--- src/rtl/lane_split_adder.sv ---
module lane_split_adder #(
  parameter int LANES     = 4,
  parameter int MIN_W     = 10,
  parameter int MAX_W     = 14,
  parameter int BASE_SLOT = 12,
  parameter int CODE_W    = 3
) (
  input  logic                   clk,
  input  logic                   rst,
  input  logic                   in_valid,
  input  logic [CODE_W-1:0]      mode,
  input  logic                   sat_en,
  input  logic [LANES*MAX_W-1:0] a,
  input  logic [LANES*MAX_W-1:0] b,
  output logic                   out_valid,
  output logic [LANES*MAX_W-1:0] sum,
  output logic [LANES-1:0]       carry
);
  localparam int DW = LANES * MAX_W;
  localparam int SW = MAX_W + 1;

  logic [DW-1:0]     a_q, b_q;
  logic [CODE_W-1:0] mode_q;
  logic              sat_q, vld_q;

  always_ff @(posedge clk) begin
    if (rst) begin
      vld_q  <= 1'b0;
      a_q    <= '0;
      b_q    <= '0;
      mode_q <= '0;
      sat_q  <= 1'b0;
    end else begin
      vld_q <= in_valid;
      if (in_valid) begin
        a_q    <= a;
        b_q    <= b;
        mode_q <= mode;
        sat_q  <= sat_en;
      end
    end
  end

  function automatic int width_of(logic [CODE_W-1:0] m);
    int w;
    w = MIN_W + int'(m);
    return (w > MAX_W) ? MAX_W : w;
  endfunction

  always_comb begin
    int w, s;
    logic [SW-1:0] lmask, la, lb, tot, lane;
    w     = width_of(mode_q);
    s     = (w < BASE_SLOT) ? BASE_SLOT : w;
    lmask = (SW'(1) << w) - SW'(1);
    sum   = '0;
    carry = '0;
    for (int i = 0; i < LANES; i++) begin
      la       = SW'(a_q >> (i * s)) & lmask;
      lb       = SW'(b_q >> (i * s)) & lmask;
      tot      = la + lb;
      carry[i] = |(tot >> w);
      lane     = (sat_q && carry[i]) ? lmask : (tot & lmask);
      sum      = sum | (DW'(lane) << (i * s));
    end
  end

  assign out_valid = vld_q;

  // one-cycle latency of the valid flag
  p_valid_follows_r7: assert property (@(posedge clk) disable iff (rst)
    in_valid |=> out_valid);
  p_no_spurious_valid_r7: assert property (@(posedge clk) disable iff (rst)
    !in_valid |=> !out_valid);

  // reset clears valid
  p_reset_clears_r9: assert property (@(posedge clk)
    rst |=> (!out_valid && carry == '0));

  // saturated lane 1 in the narrowest mode is all ones
  p_sat_clamp_r5: assert property (@(posedge clk) disable iff (rst)
    (out_valid && sat_q && mode_q == '0 && carry[1])
      |-> sum[BASE_SLOT +: MIN_W] == {MIN_W{1'b1}});

  // spare slot bits and bits above the four slots are zero in 12-bit slot modes
  p_spare_zero_r6: assert property (@(posedge clk) disable iff (rst)
    (mode_q == '0) |-> (sum[BASE_SLOT-1:MIN_W] == '0 && sum[DW-1:LANES*BASE_SLOT] == '0));
endmodule

--- config.mk ---
export PLATFORM = sky130hd
export DESIGN_NAME = lane_split_adder
export DESIGN_NICKNAME = d
export VERILOG_FILES = /design/src/rtl/lane_split_adder.sv
export SDC_FILE = /design/constraint.sdc
export NUM_CORES = 1
export LEC_CHECK = 0
export BUFFER_PORTS_ARGS = -buffer_cell sky130_fd_sc_hd__buf_2
export CORE_MARGIN = 10
export CORE_UTILIZATION = 55
export CTS_CLUSTER_SIZE = 16
export DETAILED_ROUTE_END_ITERATION = 10
export HOLD_SLACK_MARGIN = 0.06
export PLACE_DENSITY_LB_ADDON = 0.15
export SETUP_SLACK_MARGIN = 0.3
export SLEW_MARGIN = 5
export SYNTH_ARGS = -nofsm -noshare
export SYNTH_HDL_FRONTEND = slang
export SYNTH_SLANG_ARGS = --single-unit
--- constraint.sdc ---
create_clock -name clk -period 13.2 [get_ports clk]
set_input_delay 3.96 -clock clk [delete_from_list [all_inputs] [get_ports clk]]
set_output_delay 3.96 -clock clk [all_outputs]
set_load 0.02 [all_outputs]
==> impl_metrics.py <==
metrics = {
    "run_status": {
        "outcome": "finished clean",
    },
    "worst_setup_path": {
        "rrSetupSlack_ps": 12080,
        "slowest_delay_ps": 720,
        "crit_fanout": 22,
        "crit_path_frequent_cell": "inv_1",
        "worstPathArrival_ps": 8120,
        "crit_slowest_cell": "inv_1",
        "critPathLaunchType": "register",
        "r2r_start": "sat_q$_SDFFE_PP0P_",
        "r2r_end": "sat_q$_SDFFE_PP0P_",
        "critPathRequiredTime_ps": 9240,
        "r2r_cells": 2,
        "cp-end-kind": "output port",
        "worstSetupPathType": "register to output port",
    },
    "clock_network": {
        "cts_tree": "done",
        "cts-root-buf": "clkbuf_16",
        "clock_sinks": 117,
        "post_cts_resized": 0,
        "clockBufferDepth": 2,
        "numCtsBuffers": 17,
        "clock_latency_ps": 430,
        "cts_setup_buffers": 0,
        "htreeDepth": 4,
        "hold_buffers": 0,
        "clk_pin_slew_ps": 70,
    },
    "synth": {
        "synth.most_common_cell": "mux2i_1",
        "yosys-top-cells-area": "mux2i_1 (18%), dfxtp_1 (17%), nor2_1 (6.3%), ha_1 (5.9%), mux4_2 (4.8%)",
        "avgSynthCellArea_um2": 7.762,
        "yosys-top-cells-count": "mux2i_1 (247), nor2_1 (227), nand2_1 (164)",
        "syn_area_um2": 13510,
        "ys_seq_elements": 117,
        "ys_async_sr_fraction": 0,
        "synth_top_area_frac": 0.1829,
        "synth_top_cell_by_area": "mux2i_1",
        "synth_edf_count": 0,
        "ys_seq_area_frac": 0.1733,
        "synth.distinct_cells": 93,
        "netlist_instances": 1741,
        "yosysWarnings": 0,
        "synth_flop_cell": "dfxtp_1",
    },
    "floorplan": {
        "design.die.area_um2": 31240,
        "rows": 57,
        "die_w_um": 176.8,
        "die_h_um": 176.8,
        "start_util": 0.5573,
        "pin_count": 180,
        "coreArea_um2": 24250,
    },
    "routing": {
        "wl_per_cell_um": 21.90,
        "vias": 13940,
        "firstDrtPassIters": 6,
        "drcViolationCount": 0,
        "vias_per_cell": 6.424,
        "ant_nets": 0,
        "drt_wl_total_um": 47520,
        "first_iter_violations": 1473,
    },
    "finish": {
        "nets": 2020,
        "syn_to_final_growth_pct": 11.78,
        "fill_cells": 2280,
        "final_cells": 2170,
        "final_layout_size_suffix_gt1_frac": 0.1669,
    },
    "sta": {
        "grt_setup_unrepaired": "false",
        "fin_crit_sh": 0.9148,
        "fin_skew_ps": 0,
        "hold_viol_final": 0,
        "max_slew_margin": 0.2237,
        "final_max_slew_viol_count": 0,
        "whs_ps": 488.0,
        "fmax_mhz": 82.81,
        "tightest_slew_ps": 1165,
        "final.min_clock_period_ps": 12080,
        "setup_tns_ps": 0,
        "finalWorstSetupSlack_ps": 1124,
        "setup_viol": 0,
    },
    "worst_hold_path": {
        "hold_path.class": "register to register",
        "whs_path_depth": 2,
        "min_to": "b_q[11]$_SDFFE_PP0P_",
        "min_from": "b_q[11]$_SDFFE_PP0P_",
    },
    "placement": {
        "port_buffers": 179,
        "dp_hpwl_um": 35510,
        "dp.cells": 2137,
        "gp_congestion": 0.9827,
        "pre_cts_ws_ps": 1836,
    },
    "global_routing": {
        "overflow": 0,
        "grt_pass1_vias": 13130,
        "grt.total_usage": 0.2959,
        "antenna_found_initial": 1,
        "grt_pass1_wl_um": 75110,
        "grt_max_degree": 105,
    },
    "pwr": {
        "power_density_nw_per_um2": 109.9,
        "pwr-share-comb": 0.447,
        "ir_drop_v": 0.00009093,
        "power.switching_uw": 711.1,
        "p_sw_frac": 0.4283,
        "clockPowerShare": 0.312,
        "seq_power_share": 0.241,
        "internal_power_uw": 949.3,
        "p_leak_uw": 0.006881,
    },
    "run": {
        "cap_violations": 0,
    },
}
==> metrics by stage <==
stage | instance area, um2 | total power, uW | utilization
2_1_floorplan | 13520 | 915.2 | -
3_5_place_dp | 14490 | 1128 | 0.5974
5_1_grt | 15100 | 1735 | 0.6229
3_3_place_gp | 14490 | 1125 | 0.5974
6_report | 15110 | 1660 | 0.6230
4_1_cts | 15100 | 1647 | 0.6229
==> routing by layer <==
| layer | global-route usage | share of wire | up-vias |
|---|---|---|---|
| met5 | 0 | 0 | - |
| met4 | 0.08932 | 0.025 | 0 |
| met3 | 0.05569 | 0.086 | 72 |
| met2 | 0.4574 | 0.45 | 663 |
| met1 | 0.4089 | 0.44 | 6622 |
| li1 | - | - | 6583 |
==> worst max-delay path by stage <==
stage	startpoint	end	slack, ps	depth (start not counted)
floorplan	mode_q[1]$_SDFFE_PP0P_	sum[51]	670	34
detailed placement	mode_q[1]$_SDFFE_PP0P_	sum[51]	1840	25
finish	mode_q[1]$_SDFFE_PP0P_	sum[51]	1120	25
global placement	mode_q[1]$_SDFFE_PP0P_	sum[51]	2050	24
global route	mode_q[1]$_SDFFE_PP0P_	sum[51]	730	24
CTS	mode_q[1]$_SDFFE_PP0P_	sum[51]	1330	25
==> logic make-up (layout without fill, tap and decap cells) <==
family	Yosys count	count (layout)	synth area share
AO/OA/AOI/OAI	440	440	0.2298
XOR/XNOR	54	54	0.03500
adder cells (fa/ha/maj)	69	69	0.06666
buffers and inverters	171	274	0.05074
flip-flops	117	117	0.1733
multiplexers	284	284	0.2382
other	2	4	0.0005557
AND/OR/NAND/NOR	604	604	0.2057
==> sequential cells by signal, summed over array words and instances (netlist names) <==
signal / flops
sat_q: 1
out_valid: 1
b_q: 56
mode_q: 3
a_q: 56
==> layout make-up <==
cell class	count	area [um2]	share of cell area
well taps	324	405.4	0.02684
clock inverters	15	192.7	0.01276
inverters	37	143.9	0.009525
clock buffers	17	425.4	0.02816
multi-input cells	1454	10490	0.6947
repair buffers	205	1100	0.07281
diodes	1	2.502	0.0001657
flip-flops and latches	117	2342	0.1551
==> power by group through the flow <==
stage	logic (uW)	clock network (uW)	registers (uW)
after floorplan	518	0	397
after global placement	718	0	407
after detailed placement	720	0	408
after CTS	725	522	400
after global routing	795	536	404
final	742	518	401
==> worst max-delay path, delay by kind of cell (launching register included) <==
family | cells | cell delay (ps)
simple gates | 6 | 1650
compound gates | 8 | 2430
fa+ha+maj | 4 | 1440
buf+inv | 6 | 1530
mux | 1 | 200
flops | 1 | 410
==> layout by cell type, fill, tap and decap left out, types with 9 or more instances in the layout <==
cell type  Yosys  layout
nor2b_1       24      24
a22oi_1       11      11
or3_1         11      11
ha_1          64      64
o21a_1        17      17
buf_2         16     177
a21oi_1       98      97
xor2_1        25      25
o21ai_0       66      66
buf_4          0      27
nand2_1      164     164
o211ai_1      22      22
nand3_1       34      34
a221oi_1      14      14
o22ai_1       11      11
o21ai_1        9       9
a31oi_1       15      15
nor3_1        30      30
inv_1         33      32
a211o_1        9       9
a21o_1        24      24
and3_1        31      31
nor2_1       227     227
mux4_2        29      29
mux2i_1      247     247
a211oi_1      42      42
and2_1        33      33
xnor2_1       29      29
nand2b_1      16      16
dfxtp_1      117     117
clkbuf_16      0      17
(Power assumes the default switching activity.)
